==> src/rtl/fflag_pkg.sv <==
package fflag_pkg;
    localparam int NCH    = 2;
    localparam int B_SVDD = 7;
    localparam int B_SGND = 6;
    localparam int B_LIM  = 5;
    localparam int B_OFF  = 3;
    localparam int B_OPEN = 2;
    localparam int B_TWRN = 6;
    localparam int B_TSHD = 5;
    localparam int B_OVV  = 4;

    typedef enum logic [1:0] {
        CH_RUN  = 2'd0,
        CH_TRIP = 2'd1,
        CH_OLT  = 2'd2
    } chan_st_e;
endpackage

==> src/rtl/fflag_gen.sv <==
module fflag_gen
    import fflag_pkg::*;
(
    input  logic       clk,
    input  logic       rst_n,
    input  logic       diag,
    input  logic [7:0] mask,
    input  logic       rd,
    input  logic       raw_twarn,
    input  logic       raw_tshdn,
    input  logic       raw_ovv,
    output logic [7:0] fault,
    output logic       glob_trip
);
    logic q_twarn, q_tshdn, q_ovv;
    logic [7:0] set_v, fault_q;
    logic unused_gmask;

    assign unused_gmask = ^{mask[7], mask[3:0]};
    assign q_twarn = diag & mask[B_TWRN] & raw_twarn;
    assign q_tshdn = diag & mask[B_TSHD] & raw_tshdn;
    assign q_ovv   = diag & mask[B_OVV]  & raw_ovv;

    always_comb begin
        set_v = '0;
        set_v[B_TWRN] = q_twarn;
        set_v[B_TSHD] = q_tshdn;
        set_v[B_OVV]  = q_ovv;
    end

    always_ff @(posedge clk or negedge rst_n) begin
        if (!rst_n) fault_q <= '0;
        else        fault_q <= (rd ? 8'h00 : fault_q) | set_v;
    end

    assign fault     = fault_q;
    assign glob_trip = q_tshdn | q_ovv;

    assert_keep_on_read_R8: assert property (@(posedge clk) disable iff (!rst_n)
        (rd && q_twarn) |=> fault[B_TWRN])
        else $error("general bit lost on read");
endmodule

==> src/rtl/fflag_chan.sv <==
module fflag_chan
    import fflag_pkg::*;
#(
    parameter int OLT_US = 1000
) (
    input  logic       clk,
    input  logic       rst_n,
    input  logic       us_tick,
    input  logic       diag,
    input  logic       muted,
    input  logic       dev_active,
    input  logic [7:0] mask,
    input  logic       rd,
    input  logic       retry,
    input  logic       old_bit,
    input  logic       glob_trip,
    input  logic       raw_svdd,
    input  logic       raw_sgnd,
    input  logic       raw_limit,
    input  logic       raw_offset,
    input  logic       raw_open,
    output logic [7:0] fault,
    output logic       ch_on,
    output logic       ch_hiz
);
    localparam int CW = $clog2(OLT_US + 1);
    localparam logic [CW-1:0] LAST = CW'(OLT_US - 1);

    chan_st_e st_q, st_d;
    logic [CW-1:0] cnt_q;
    logic old_q;
    logic q_svdd, q_sgnd, q_lim, q_off, q_open;
    logic trip, start, done;
    logic [7:0] set_v, fault_q;
    logic unused_mask;

    assign unused_mask = ^{mask[4], mask[1:0]};

    assign q_svdd = diag & mask[B_SVDD] & raw_svdd;
    assign q_sgnd = diag & mask[B_SGND] & raw_sgnd;
    assign q_lim  = diag & mask[B_LIM]  & raw_limit;
    assign q_off  = diag & mask[B_OFF]  & raw_offset & muted;
    assign q_open = diag & mask[B_OPEN] & raw_open & (st_q == CH_OLT);

    assign trip  = q_svdd | q_sgnd | glob_trip;
    assign start = diag & old_bit & ~old_q;
    assign done  = us_tick && (cnt_q == LAST);

    // state register
    always_ff @(posedge clk or negedge rst_n) begin
        if (!rst_n) st_q <= CH_RUN;
        else        st_q <= st_d;
    end

    // next state
    always_comb begin
        st_d = st_q;
        unique case (st_q)
            CH_RUN:  if (trip) st_d = CH_TRIP;
                     else if (start) st_d = CH_OLT;
            CH_TRIP: if (!trip && retry) st_d = CH_RUN;
            CH_OLT:  if (trip) st_d = CH_TRIP;
                     else if (done) st_d = CH_RUN;
            default: st_d = CH_RUN;
        endcase
    end

    // outputs
    always_comb begin
        ch_on  = (st_q == CH_RUN) && dev_active;
        ch_hiz = (st_q == CH_TRIP);
    end

    always_ff @(posedge clk or negedge rst_n) begin
        if (!rst_n) begin
            cnt_q <= '0;
            old_q <= 1'b0;
        end else begin
            old_q <= old_bit;
            if (st_q != CH_OLT || done) cnt_q <= '0;
            else if (us_tick)           cnt_q <= cnt_q + CW'(1);
        end
    end

    always_comb begin
        set_v = '0;
        set_v[B_SVDD] = q_svdd;
        set_v[B_SGND] = q_sgnd;
        set_v[B_LIM]  = q_lim;
        set_v[B_OFF]  = q_off;
        set_v[B_OPEN] = q_open;
    end

    always_ff @(posedge clk or negedge rst_n) begin
        if (!rst_n) fault_q <= '0;
        else        fault_q <= (rd ? 8'h00 : fault_q) | set_v;
    end

    assign fault = fault_q;

    assert_short_trips_R3: assert property (@(posedge clk) disable iff (!rst_n)
        (q_svdd || q_sgnd) |=> (!ch_on && ch_hiz))
        else $error("short did not trip channel");

    assert_test_starts_R6: assert property (@(posedge clk) disable iff (!rst_n)
        (st_q == CH_RUN && start && !trip) |=> (!ch_on && !ch_hiz))
        else $error("open-load test did not switch off");

    assert_window_bound_R6: assert property (@(posedge clk) disable iff (!rst_n)
        cnt_q < CW'(OLT_US))
        else $error("window counter overran");

    assert_keep_on_read_R8: assert property (@(posedge clk) disable iff (!rst_n)
        (rd && q_lim) |=> fault[B_LIM])
        else $error("limit bit lost on read");

    assert_offset_muted_R7: assert property (@(posedge clk) disable iff (!rst_n)
        (!muted && !fault[B_OFF]) |=> !fault[B_OFF])
        else $error("offset latched while playing");
endmodule

==> src/rtl/fault_flag_ctrl.sv <==
module fault_flag_ctrl
    import fflag_pkg::*;
#(
    parameter int         OLT_US = 1000,
    parameter logic [2:0] DEV_ID = 3'b100
) (
    input  logic       clk,
    input  logic       rst_n,
    input  logic       us_tick,
    input  logic       shdn_n,
    input  logic       mute_n,
    input  logic       cfg_diag,
    input  logic       cfg_enable,
    input  logic       cfg_mute,
    input  logic [1:0] olt_req,
    input  logic [1:0] retry_pulse,
    input  logic [1:0] rd_chan,
    input  logic       rd_gen,
    input  logic [7:0] chan_mask_l,
    input  logic [7:0] chan_mask_r,
    input  logic [7:0] gen_mask,
    input  logic [1:0] raw_svdd,
    input  logic [1:0] raw_sgnd,
    input  logic [1:0] raw_limit,
    input  logic [1:0] raw_offset,
    input  logic [1:0] raw_open,
    input  logic       raw_twarn,
    input  logic       raw_tshdn,
    input  logic       raw_ovv,
    output logic [7:0] fault_l,
    output logic [7:0] fault_r,
    output logic [7:0] fault_g,
    output logic [7:0] status,
    output logic       flag_n,
    output logic [1:0] drv_on,
    output logic [1:0] drv_hiz,
    output logic       muted
);
    logic dev_active, glob_trip, flag_low;
    logic [7:0] cmask [NCH];
    logic [7:0] cfault [NCH];

    assign dev_active = shdn_n & cfg_enable;
    assign muted      = ~mute_n | cfg_mute;
    assign cmask[0]   = chan_mask_l;
    assign cmask[1]   = chan_mask_r;

    fflag_gen u_gen (
        .clk       (clk),
        .rst_n     (rst_n),
        .diag      (cfg_diag),
        .mask      (gen_mask),
        .rd        (rd_gen),
        .raw_twarn (raw_twarn),
        .raw_tshdn (raw_tshdn),
        .raw_ovv   (raw_ovv),
        .fault     (fault_g),
        .glob_trip (glob_trip)
    );

    for (genvar ch = 0; ch < NCH; ch++) begin : g_chan
        fflag_chan #(.OLT_US(OLT_US)) u_chan (
            .clk        (clk),
            .rst_n      (rst_n),
            .us_tick    (us_tick),
            .diag       (cfg_diag),
            .muted      (muted),
            .dev_active (dev_active),
            .mask       (cmask[ch]),
            .rd         (rd_chan[ch]),
            .retry      (retry_pulse[ch]),
            .old_bit    (olt_req[ch]),
            .glob_trip  (glob_trip),
            .raw_svdd   (raw_svdd[ch]),
            .raw_sgnd   (raw_sgnd[ch]),
            .raw_limit  (raw_limit[ch]),
            .raw_offset (raw_offset[ch]),
            .raw_open   (raw_open[ch]),
            .fault      (cfault[ch]),
            .ch_on      (drv_on[ch]),
            .ch_hiz     (drv_hiz[ch])
        );
    end

    assign fault_l  = cfault[0];
    assign fault_r  = cfault[1];
    assign flag_low = (|fault_l) | (|fault_r) | (|fault_g);
    assign flag_n   = ~flag_low;
    assign status   = {flag_low, drv_hiz[0], drv_hiz[1],
                       fault_l[B_OFF], fault_r[B_OFF], DEV_ID};

    assert_global_trip_R5: assert property (@(posedge clk) disable iff (!rst_n)
        glob_trip |=> (drv_on == 2'b00 && drv_hiz == 2'b11))
        else $error("global trip left a channel on");

    assert_flag_follows_R9: assert property (@(posedge clk) disable iff (!rst_n)
        (|fault_g) |-> (!flag_n && status[7]))
        else $error("flag not asserted for general fault");
endmodule

==> config.mk <==
export PLATFORM = sky130hd
export DESIGN_NAME = fault_flag_ctrl
export DESIGN_NICKNAME = d
export VERILOG_FILES = /design/src/rtl/fflag_pkg.sv /design/src/rtl/fflag_gen.sv /design/src/rtl/fflag_chan.sv /design/src/rtl/fault_flag_ctrl.sv
export SDC_FILE = /design/constraint.sdc
export NUM_CORES = 1
export LEC_CHECK = 0
export BUFFER_PORTS_ARGS = -buffer_cell sky130_fd_sc_hd__buf_2
export CELL_PAD_IN_SITES_DETAIL_PLACEMENT = 0
export CELL_PAD_IN_SITES_GLOBAL_PLACEMENT = 1
export CORE_AREA = 2 2 86 71
export CTS_BUF_LIST = sky130_fd_sc_hd__clkbuf_4
export CTS_CLUSTER_DIAMETER = 200
export DETAILED_ROUTE_END_ITERATION = 16
export DIE_AREA = 0 0 88 73
export PLACE_DENSITY_LB_ADDON = 0.1
export SETUP_SLACK_MARGIN = 0.5
export SLEW_MARGIN = 10
export SYNTH_ARGS = -nofsm -noshare
export SYNTH_HDL_FRONTEND = slang
export SYNTH_SLANG_ARGS = --single-unit
==> constraint.sdc <==
create_clock -name clk -period 5.4 [get_ports clk]
set_clock_uncertainty 0.1 [all_clocks]
set_input_delay 0.54 -clock clk [delete_from_list [all_inputs] [get_ports clk]]
set_output_delay 0.54 -clock clk [all_outputs]
set_load 0.01 [all_outputs]
==> results of run 1 <==
-- registers in the layout, indices dropped and copies added, names as in the netlist --
name                 count
g_chan.u_chan.st_q       4
g_chan.u_chan.fault     10
g_chan.u_chan.cnt_q     20
g_chan.u_chan.old_q      2
u_gen.fault              3
-- layer usage --
metal | part of all wire | routed length (microns) | track usage
met1 | 0.48 | 2130 | 0.209
met3 | 0.050 | 218 | 0.0362
met5 | 0 | 0 | 0
met2 | 0.45 | 2000 | 0.217
met4 | 0.010 | 46 | 0.0462
-- kinds of logic (layout without fill, tap and decap cells) --
group | Yosys count | count (layout) | synth area share
AOI/OAI and AO/OA | 32 | 32 | 0.100
other | 2 | 14 | 0.00367
and+or+nand+nor | 83 | 83 | 0.209
muxes | 2 | 2 | 0.00978
DFF | 39 | 39 | 0.477
buffers and inverters | 45 | 90 | 0.128
xor gates and xnor gates | 14 | 14 | 0.0599
adders and majority gates | 2 | 2 | 0.0122
-- worst paths after layout --
kind | to | start | cells after the start
max | flag_n | u_gen.fault[5] | 4
min | g_chan[1].u_chan.fault[6] | rst_n | 1
max reg2reg | g_chan[1].u_chan.cnt_q[7] | g_chan[1].u_chan.cnt_q[0] | 5
min reg2reg | g_chan[1].u_chan.st_q[1] | g_chan[1].u_chan.st_q[0] | 1
max in group asynchronous | g_chan[0].u_chan.cnt_q[5] | rst_n | 1
min in group clk | g_chan[0].u_chan.old_q | olt_req[0] | 1
-- synthesized netlist by cell type (5+ instances only) --
cell,instances
a21oi_1,6
a31oi_1,7
buf_4,23
dfrtp_1,39
inv_1,20
nand2_1,16
nand3_1,17
nand4_1,7
nor2_1,22
nor3_1,5
o21ai_0,7
o22ai_1,6
xnor2_1,6
xor2_1,8
-- per-stage QoR --
stage / hold WS, ps / util / setup slack [ps] / std cells
global placement: 425 / 0.411 / 3260 / 351
finish: 196 / 0.419 / 3290 / 357
global route: 195 / 0.419 / 3260 / 357
floorplan: 144 / - / 3710 / 231
detailed placement: 424 / 0.411 / 3270 / 351
CTS: 210 / 0.419 / 3280 / 357
-- power breakdown --
part	switching [mW]	internal, mW	leakage [nW]
registers	0.00963	0.302	0.525
logic	0.0449	0.0322	0.560
clock network	0.0917	0.0515	0.0276
-- cell type report --
cell class                 count  area [sq um]
timing repair buffer          64           320
inverter                      20          75.1
multi-input combinational    147           853
fill                         585          3290
clock buffer                   6          45.0
tap                           81           101
sequential                    39           976
-- worst register-to-register path, stage by stage (launching register included) --
cell      delay [ps]
dfrtp_1          400
ha_1             210
nand3_1          140
or4b_4           570
o21bai_4         260
nor2_1            80
==> flow_metrics.tcl, run 1 <==
set metrics [dict create \
    cts_resized 0 \
    end_kind "output port" \
    port_buffers 64 \
    rows 25 \
    grt_setup_unrepaired "no" \
    pwr_density_cell_nw_per_um2 224 \
    yosys.area.top_type "dfrtp_1" \
    grt_pass1_wl_microns 7180 \
    cp_slowest_cell "dfrtp_1" \
    fp.coreArea_sq_um 5660 \
    globalplace.congestion 0.768 \
    numCtsBuffers 5 \
    crit_type "reg2out" \
    ioPinCount 90 \
    max_freq_mhz 474 \
    cp.required_ps 4760 \
    mostFrequentLayoutCells "64 x buf_2, 39 x dfrtp_1, 22 x nor2_1" \
    grt_max_degree 40 \
    status "complete, no violations" \
    fp.dieArea_sq_um 6420 \
    drt_iter0_drc 80 \
    htreeDepth 2 \
    cts-root-buf "clkbuf_4" \
    p_total_mw 0.532 \
    start_kind "flip-flop" \
    path_buf_inv 2 \
    arrival_ps 1470 \
    post-route-min-period_ps 2110 \
    post_cts.repair.setup_buffers 0 \
    crit_path_max_fanout 3 \
    ant_nets 0 \
    routedWlPerCell_microns 12.3 \
    track_usage 0.146 \
    leakagePower_nw 1.11 \
    syn_inst 219 \
    vias 1629 \
    die-width_microns 88 \
    finalSetupTns_ps 0 \
    clkTransAtPathRegs_ps 130 \
    route.detailed.drc 0 \
    cp_top_family "simple AND/OR/NAND/NOR gates" \
    maxSlewHeadroom 0.418 \
    setup_viol 0 \
    cts_tree "built" \
    syn_area_sq_um 2050 \
    final_common_cell "buf_2" \
    gr-total-overflow 0 \
    cts_hold_buffers 0 \
    synth_enable_flop_cells 0 \
    vdd_drop_max_v 0.0000974 \
    wl_microns 4400 \
    crit_chain "nor4_1, nand4_1, inv_1, buf_2" \
    hpwl_microns 3320 \
    firstDrtPassIters 4 \
    viasPerCell 4.56 \
    synth-seq-cells 39 \
    clock_sinks 39 \
    num_antenna_cells 0 \
    ys_seq_area_frac 0.477 \
    synth_top_area_share 0.477 \
    synthArstFlopShare 1.00 \
    synth_flop_cell "dfrtp_1" \
    synth.yosys.warnings 0 \
    die_y_microns 73 \
    hold_violations 0 \
    initial_utilization 0.362 \
    drv_cap 0 \
    area_growth_pct 15.8 \
    avgSynthCellArea_sq_um 9.35 \
    slew_violations 0 \
    insertion_delay_ps 350 \
    fin_crit_sh 0.391 \
    cts_buffer_depth 2 \
    synthDistinctLibCells 32 \
    slowest_delay_ps 420 \
    postLayoutCellArea_sq_um 2370 \
    regToRegSetupSlack_ps 3540 \
    placedInstanceArea_sq_um 2330 \
    nets 331 \
    antenna_found_initial 0 \
    first_global_vias 1491 \
    drive_gt1_frac 0.272 \
    synthTopCellsByArea "dfrtp_1 48%, buf_4 8.4%, nand3_1 4.2%, nor2_1 4.0%, inv_1 3.7%" \
    min_path_type "in2async" \
    worst_pin_slew_ps 873 \
]
Note: power is estimated with default switching activity, not from simulation.
==> run 2: changes to the inputs <==
--- a/config.mk
+++ b/config.mk
@@ -8,11 +8,11 @@
 export BUFFER_PORTS_ARGS = -buffer_cell sky130_fd_sc_hd__buf_2
 export CELL_PAD_IN_SITES_DETAIL_PLACEMENT = 0
 export CELL_PAD_IN_SITES_GLOBAL_PLACEMENT = 1
-export CORE_AREA = 2 2 86 71
+export CORE_AREA = 2 2 89 74
 export CTS_BUF_LIST = sky130_fd_sc_hd__clkbuf_4
 export CTS_CLUSTER_DIAMETER = 200
 export DETAILED_ROUTE_END_ITERATION = 16
-export DIE_AREA = 0 0 88 73
+export DIE_AREA = 0 0 91 76
 export PLACE_DENSITY_LB_ADDON = 0.1
 export SETUP_SLACK_MARGIN = 0.5
 export SLEW_MARGIN = 10
==> constraint.sdc (replaced) <==
create_clock -name clk -period 2.2 [get_ports clk]
set_clock_uncertainty 0.1 [all_clocks]
set_input_delay 0.22 -clock clk [delete_from_list [all_inputs] [get_ports clk]]
set_output_delay 0.22 -clock clk [all_outputs]
set_load 0.01 [all_outputs]
==> run 2 against run 1 <==
Net effect: wire length is 4.5% higher; global-route usage is 0.61 points lower; first-iteration DRC count up 2.5%; largest cell class unchanged; sequential power rose by 150%; clock power up 140%.
==> flow_metrics.tcl, run 2 (synthesis gave the netlist of run 1 again) <==
set metrics [dict create \
    cp_slowest_cell "or4b_4" \
    clock_sinks 39 \
    track_usage 0.140 \
    ioPinCount 90 \
    grt_pass1_wl_microns 7810 \
    hpwl_microns 3460 \
    grt_max_degree 23 \
    routedWlPerCell_microns 12.0 \
    leakagePower_nw 1.21 \
    start_kind "flip-flop" \
    hold_violations 0 \
    cts_tree "built" \
    largest_reg_flops 20 \
    maxSlewHeadroom 0.665 \
    mostFrequentLayoutCells "64 x buf_2, 39 x dfrtp_1, 20 x inv_1, 20 x nor2_1" \
    viasPerCell 4.48 \
    clkTransAtPathRegs_ps 120 \
    worst_pin_slew_ps 502 \
    vdd_drop_max_v 0.000257 \
    ant_nets 0 \
    port_buffers 64 \
    htreeDepth 2 \
    post-route-min-period_ps 1760 \
    fin_crit_sh 0.800 \
    final_common_cell "buf_2" \
    num_antenna_cells 0 \
    wl_microns 4600 \
    max_freq_mhz 568 \
    pwr_density_cell_nw_per_um2 505 \
    drv_cap 0 \
    globalplace.congestion 0.785 \
    status "complete, no violations" \
    place_inst 357 \
    drt_iter0_drc 82 \
    fp.dieArea_sq_um 6920 \
    nFillCells 623 \
    route.detailed.drc 0 \
    end_kind "flip-flop" \
    arrival_ps 1880 \
    cp.required_ps 2320 \
    antenna_found_initial 0 \
    holdPathStages 2 \
    final_cells 383 \
    rows 26 \
    slew_violations 0 \
    vias 1716 \
    gr-total-overflow 0 \
    area_growth_pct 28.6 \
    first_global_vias 1637 \
    grt_setup_unrepaired "yes" \
    initial_utilization 0.335 \
    crit_path_max_fanout 7 \
    setup_viol 0 \
    crit_chain "ha_4, nand3_4, or4b_4, o21bai_4, nor2_1" \
    p_total_mw 1.33 \
    fp.coreArea_sq_um 6120 \
    die-width_microns 91 \
    finalSetupTns_ps 0 \
    numCtsBuffers 5 \
    nets 353 \
    top_register "g_chan.u_chan.cnt_q" \
    regArea_sq_um 976 \
    cts_buffer_depth 2 \
    die_y_microns 76 \
    fin_util 0.430 \
    multi_input_area_sq_um 917 \
    min_path_type "in2reg" \
    insertion_delay_ps 340 \
    cts-root-buf "clkbuf_4" \
    reg2reg_depth 5 \
    slowest_delay_ps 570 \
    drive_gt1_frac 0.318 \
    crit_type "reg2reg" \
    firstDrtPassIters 4 \
]
[run 2: changes by cell type in the layout (fill, tap and decap cells not counted), moves of 2 or more]
| cell | previous run | this run |
|---|---|---|
| buf_4 | 0 | 11 |
| dlygate4sd3_1 | 0 | 11 |
| a2111oi_0 | 2 | 0 |
| nor2_1 | 22 | 20 |
| nor4_1 | 3 | 1 |
| nor4_2 | 0 | 2 |
[run 2: metal layers]
layer,global-route usage,vias up,share of wire
li1,-,867,-
met1,0.193,798,0.48
met2,0.217,44,0.46
met3,0.0317,7,0.045
met4,0.0485,0,0.018
met5,0,-,0
[run 2: final timing paths]
| kind | from | to | slack [ps] |
|---|---|---|---|
| setup / recovery | g_chan[1].u_chan.cnt_q[1] | g_chan[1].u_chan.cnt_q[1] | 440 |
| hold reg to reg | g_chan[1].u_chan.st_q[0] | g_chan[1].u_chan.st_q[1] | 430 |
| setup reg to reg | g_chan[1].u_chan.cnt_q[1] | g_chan[1].u_chan.cnt_q[1] | 440 |
| min in group asynchronous | rst_n | g_chan[1].u_chan.cnt_q[5] | 280 |
| max in group asynchronous | rst_n | g_chan[0].u_chan.fault[7] | 1200 |
| hold / removal | rd_chan[0] | g_chan[0].u_chan.fault[6] | 20 |
[run 2: final cells by class]
class / instances / share of cell area
flip-flops and latches: 39 / 0.371
multi-input cells: 147 / 0.348
repair buffers: 86 / 0.195
well taps: 84 / 0.0399
inverters: 20 / 0.0285
clock buffers: 5 / 0.0143
clock inverters: 2 / 0.00333
[run 2: where the power goes]
part           internal, mW  switching (mW)  total, mW
combinational         0.103           0.118      0.221
clock                 0.114           0.227      0.341
sequential            0.742          0.0263      0.768
total                 0.958           0.372       1.33
[run 2: metrics by stage]
step                      worst slack (ps)  area (sq um)  hold WS (ps)
after detailed placement               361          2350           129
final                                  440          2630          17.6
after global routing                   342          2630          11.3
after CTS                              466          2570        0.0647
after global placement                 365          2350           122
after floorplan                        509          2090          -176
[run 2: critical path, delay by kind of cell, from the launching register on]
kind | cells | cell delay [ps]
DFF | 1 | 410
and+or+nand+nor | 3 | 710
AOI/OAI and AO/OA | 1 | 270
adders and majority gates | 1 | 160
[run 2: what timing repair did]
| item | in CTS | in global routing |
|---|---|---|
| pin swaps | 6 | 8 |
| setup endpoints to repair | 13 | 12 |
| gates resized for setup | 6 | 8 |
| hold buffers | 11 | 0 |
| endpoints found under the hold margin | 28 | 0 |
| setup buffers | 5 | 3 |
==> run 3: changes to the inputs <==
--- a/config.mk
+++ b/config.mk
@@ -5,14 +5,15 @@
 export SDC_FILE = /design/constraint.sdc
 export NUM_CORES = 1
 export LEC_CHECK = 0
+export ABC_AREA = 1
 export BUFFER_PORTS_ARGS = -buffer_cell sky130_fd_sc_hd__buf_2
 export CELL_PAD_IN_SITES_DETAIL_PLACEMENT = 0
 export CELL_PAD_IN_SITES_GLOBAL_PLACEMENT = 1
-export CORE_AREA = 2 2 89 74
+export CORE_AREA = 2 2 96 79
 export CTS_BUF_LIST = sky130_fd_sc_hd__clkbuf_4
 export CTS_CLUSTER_DIAMETER = 200
 export DETAILED_ROUTE_END_ITERATION = 16
-export DIE_AREA = 0 0 91 76
+export DIE_AREA = 0 0 98 81
 export PLACE_DENSITY_LB_ADDON = 0.1
 export SETUP_SLACK_MARGIN = 0.5
 export SLEW_MARGIN = 10
==> constraint.sdc (replaced) <==
create_clock -name clk -period 1.45 [get_ports clk]
set_clock_uncertainty 0.1 [all_clocks]
set_input_delay 0.145 -clock clk [delete_from_list [all_inputs] [get_ports clk]]
set_output_delay 0.145 -clock clk [all_outputs]
set_load 0.01 [all_outputs]
==> run 3 against run 2 <==
Net effect: the flow now finishes with violations (negative hold slack, negative setup slack); clock-buffer cell count is 1 higher; via count increased by 24%; register-to-register slack got worse by 400 ps; clock power is 68% higher; flip-flop and latch count is the same; sequential share of layout area shrank 9.2 points; setup slack got worse by 650 ps; critical path type is now reg2out; critical endpoint is now status[7]; largest cell class is now multi-input gates; highest routed layer unchanged.
==> flow_metrics.tcl, run 3 <==
set metrics [dict create \
    wl_microns 6120 \
    drive_gt1_frac 0.503 \
    setup_slack_ps -213 \
    placedInstanceArea_sq_um 2660 \
    arrival_ps 1420 \
    combPwrFrac 0.477 \
    fin_crit_sh 1.15 \
    place_inst 429 \
    reg2reg_depth 8 \
    insertion_delay_ps 340 \
    final_common_cell "buf_2" \
    vias 2123 \
    synth_top_area_share 0.450 \
    nFillCells 722 \
    grt_max_degree 27 \
    crit_type "reg2out" \
    globalplace.congestion 0.762 \
    synth_common_cells "44 x nand2_1, 39 x dfrtp_1, 34 x nor2_1, 30 x inv_1, 24 x buf_4" \
    synthArstFlopShare 1.00 \
    fp.coreArea_sq_um 7110 \
    yosys.area.top_type "dfrtp_1" \
    vdd_drop_max_v 0.000708 \
    cp.required_ps 1210 \
    sw_frac_of_total 0.364 \
    first_global_vias 2101 \
    cts_hold_buffers 19 \
    viasPerCell 4.44 \
    crit_start "g_chan[0].u_chan.fault[5]" \
    multi_input_area_sq_um 1260 \
    synth.yosys.warnings 0 \
    cts_buffer_depth 2 \
    pwr_density_cell_nw_per_um2 1000 \
    cts_tree "built" \
    htreeDepth 2 \
    routedWlPerCell_microns 12.8 \
    gr-total-overflow 0 \
    regToRegSetupSlack_ps 40 \
    hold_violations 6 \
    synthDistinctLibCells 29 \
    grt_setup_unrepaired "yes" \
    synth-seq-cells 39 \
    sequentialPowerShare 0.361 \
    syn_inst 269 \
    ant_nets 0 \
    worstReg2RegEnd "g_chan[0].u_chan.cnt_q[8]" \
    grt_pass1_wl_microns 9830 \
    num_antenna_cells 0 \
    regArea_sq_um 980 \
    leakagePower_nw 1.63 \
    drt_iter0_drc 35 \
    rows 28 \
    avgSynthCellArea_sq_um 8.06 \
    initial_utilization 0.305 \
    ioPinCount 90 \
    final_cells 478 \
    die-width_microns 98 \
    r2r_start "g_chan[0].u_chan.st_q[1]" \
    cts-root-buf "clkbuf_4" \
    synth_enable_flop_cells 0 \
    ys_seq_area_frac 0.450 \
    fp.dieArea_sq_um 7940 \
    cp-endpoint "status[7]" \
    slew_violations 0 \
    mostFrequentLayoutCells "56 x buf_2, 36 x dfrtp_1, 30 x nand2_1" \
    crit_path_max_fanout 2 \
    antenna_found_initial 0 \
    area_growth_pct 62.4 \
    track_usage 0.155 \
    largest_reg_flops 20 \
    start_kind "flip-flop" \
    die_y_microns 81 \
    drv_cap 0 \
    p_total_mw 3.52 \
    route.detailed.drc 0 \
    status "finished, violations left" \
    clkPwrFrac 0.162 \
    whs_ps -23.7 \
    p_sw_mw 1.28 \
    numCtsBuffers 5 \
    synthTopCellsByArea "dfrtp_1 45%, buf_4 8.3%, nand2_1 7.6%, nor2_1 5.9%, inv_1 5.2%" \
    setup_viol 6 \
    post-route-min-period_ps 1660 \
    postLayoutCellArea_sq_um 3520 \
    hpwl_microns 4180 \
    clkTransAtPathRegs_ps 120 \
    yosysMostFrequentCell "nand2_1" \
    violations "negative hold slack, negative setup slack" \
    firstDrtPassIters 4 \
    min_path_type "in2reg" \
    synth_flop_cell "dfrtp_1" \
    max_freq_mhz 601 \
    syn_area_sq_um 2170 \
    internal_power_mw 2.24 \
    top_register "g_chan.u_chan.cnt_q" \
    clock_sinks 39 \
    end_kind "output port" \
    nets 441 \
    port_buffers 64 \
]
run 3: cell types whose count changed after synthesis, moves of 5 or more:
cell,change
nand2_1,+28
nor2_1,+12
inv_1,+10
o21ai_0,+9
a31oi_1,-6
inv_2,+6
o22ai_1,-6
xor2_1,-6
nand3_2,+5
nand4_1,+5
nor2_2,+5
run 3: cell type report:
class	count	share of cell area
Timing Repair Buffer	125	0.275
Clock buffer	6	0.0128
Sequential cell	39	0.278
Tap cell	90	0.0320
Inverter	37	0.0423
Clock inverter	2	0.00213
Multi-Input combinational cell	179	0.357
run 3: worst min path at each step:
stage,cells past startpoint,from,end
2_1_floorplan,0,rst_n,g_chan[0].u_chan.cnt_q[0]
3_3_place_gp,1,rst_n,g_chan[1].u_chan.cnt_q[8]
3_5_place_dp,1,rst_n,g_chan[1].u_chan.cnt_q[8]
4_1_cts,3,chan_mask_r[6],g_chan[1].u_chan.fault[6]
5_1_grt,3,chan_mask_r[6],g_chan[1].u_chan.fault[6]
6_report,3,chan_mask_r[6],g_chan[1].u_chan.fault[6]
run 3: what timing repair did:
| action | CTS | global route |
|---|---|---|
| resized for setup | 67 | 47 |
| endpoints found under the hold margin | 56 | 4 |
| pin swaps | 23 | 30 |
| gates cloned | 0 | 0 |
| buffers inserted | 9 | 13 |
| setup endpoints to repair | 49 | 49 |
run 3: kinds of logic after synthesis:
logic type               share of synthesized area
adder cells (fa/ha/maj)                     0.0115
AO/OA/AOI/OAI                               0.0791
AND/OR/NAND/NOR                              0.285
flip-flops                                   0.450
buffers and inverters                        0.155
other                                      0.00347
XOR/XNOR                                    0.0162
run 3: critical path, stage by stage (launching register included):
cell,delay (ps)
dfrtp_1,420
inv_2,70
nand4_1,140
nor4_4,240
inv_1,60
buf_2,140
run 3: metal layers:
layer  up-vias  share of wire  global-route usage
met2        52           0.48               0.255
met3         2          0.046              0.0379
met4         0         0.0051              0.0333
met5         -              0                   0
met1      1007           0.47               0.209
li1       1062              -                   -
run 3: metrics by stage:
step	utilization	setup WS [ps]	setup TNS, ps
final	0.495	-213	-649
after detailed placement	0.374	-24.6	-76.3
after global placement	0.374	-2.74	-8.69
after global routing	0.495	-323	-1470
after floorplan	-	105	0
after CTS	0.455	-242	-681
run 3: power groups by stage:
| stage | combinational [mW] | clock, mW | sequential (mW) |
|---|---|---|---|
| detailed placement | 0.965 | 0 | 1.27 |
| CTS | 1.40 | 0.596 | 1.27 |
| global placement | 0.964 | 0 | 1.27 |
| finish | 1.68 | 0.572 | 1.27 |
| floorplan | 0.640 | 0 | 1.29 |
| global route | 1.83 | 0.642 | 1.29 |
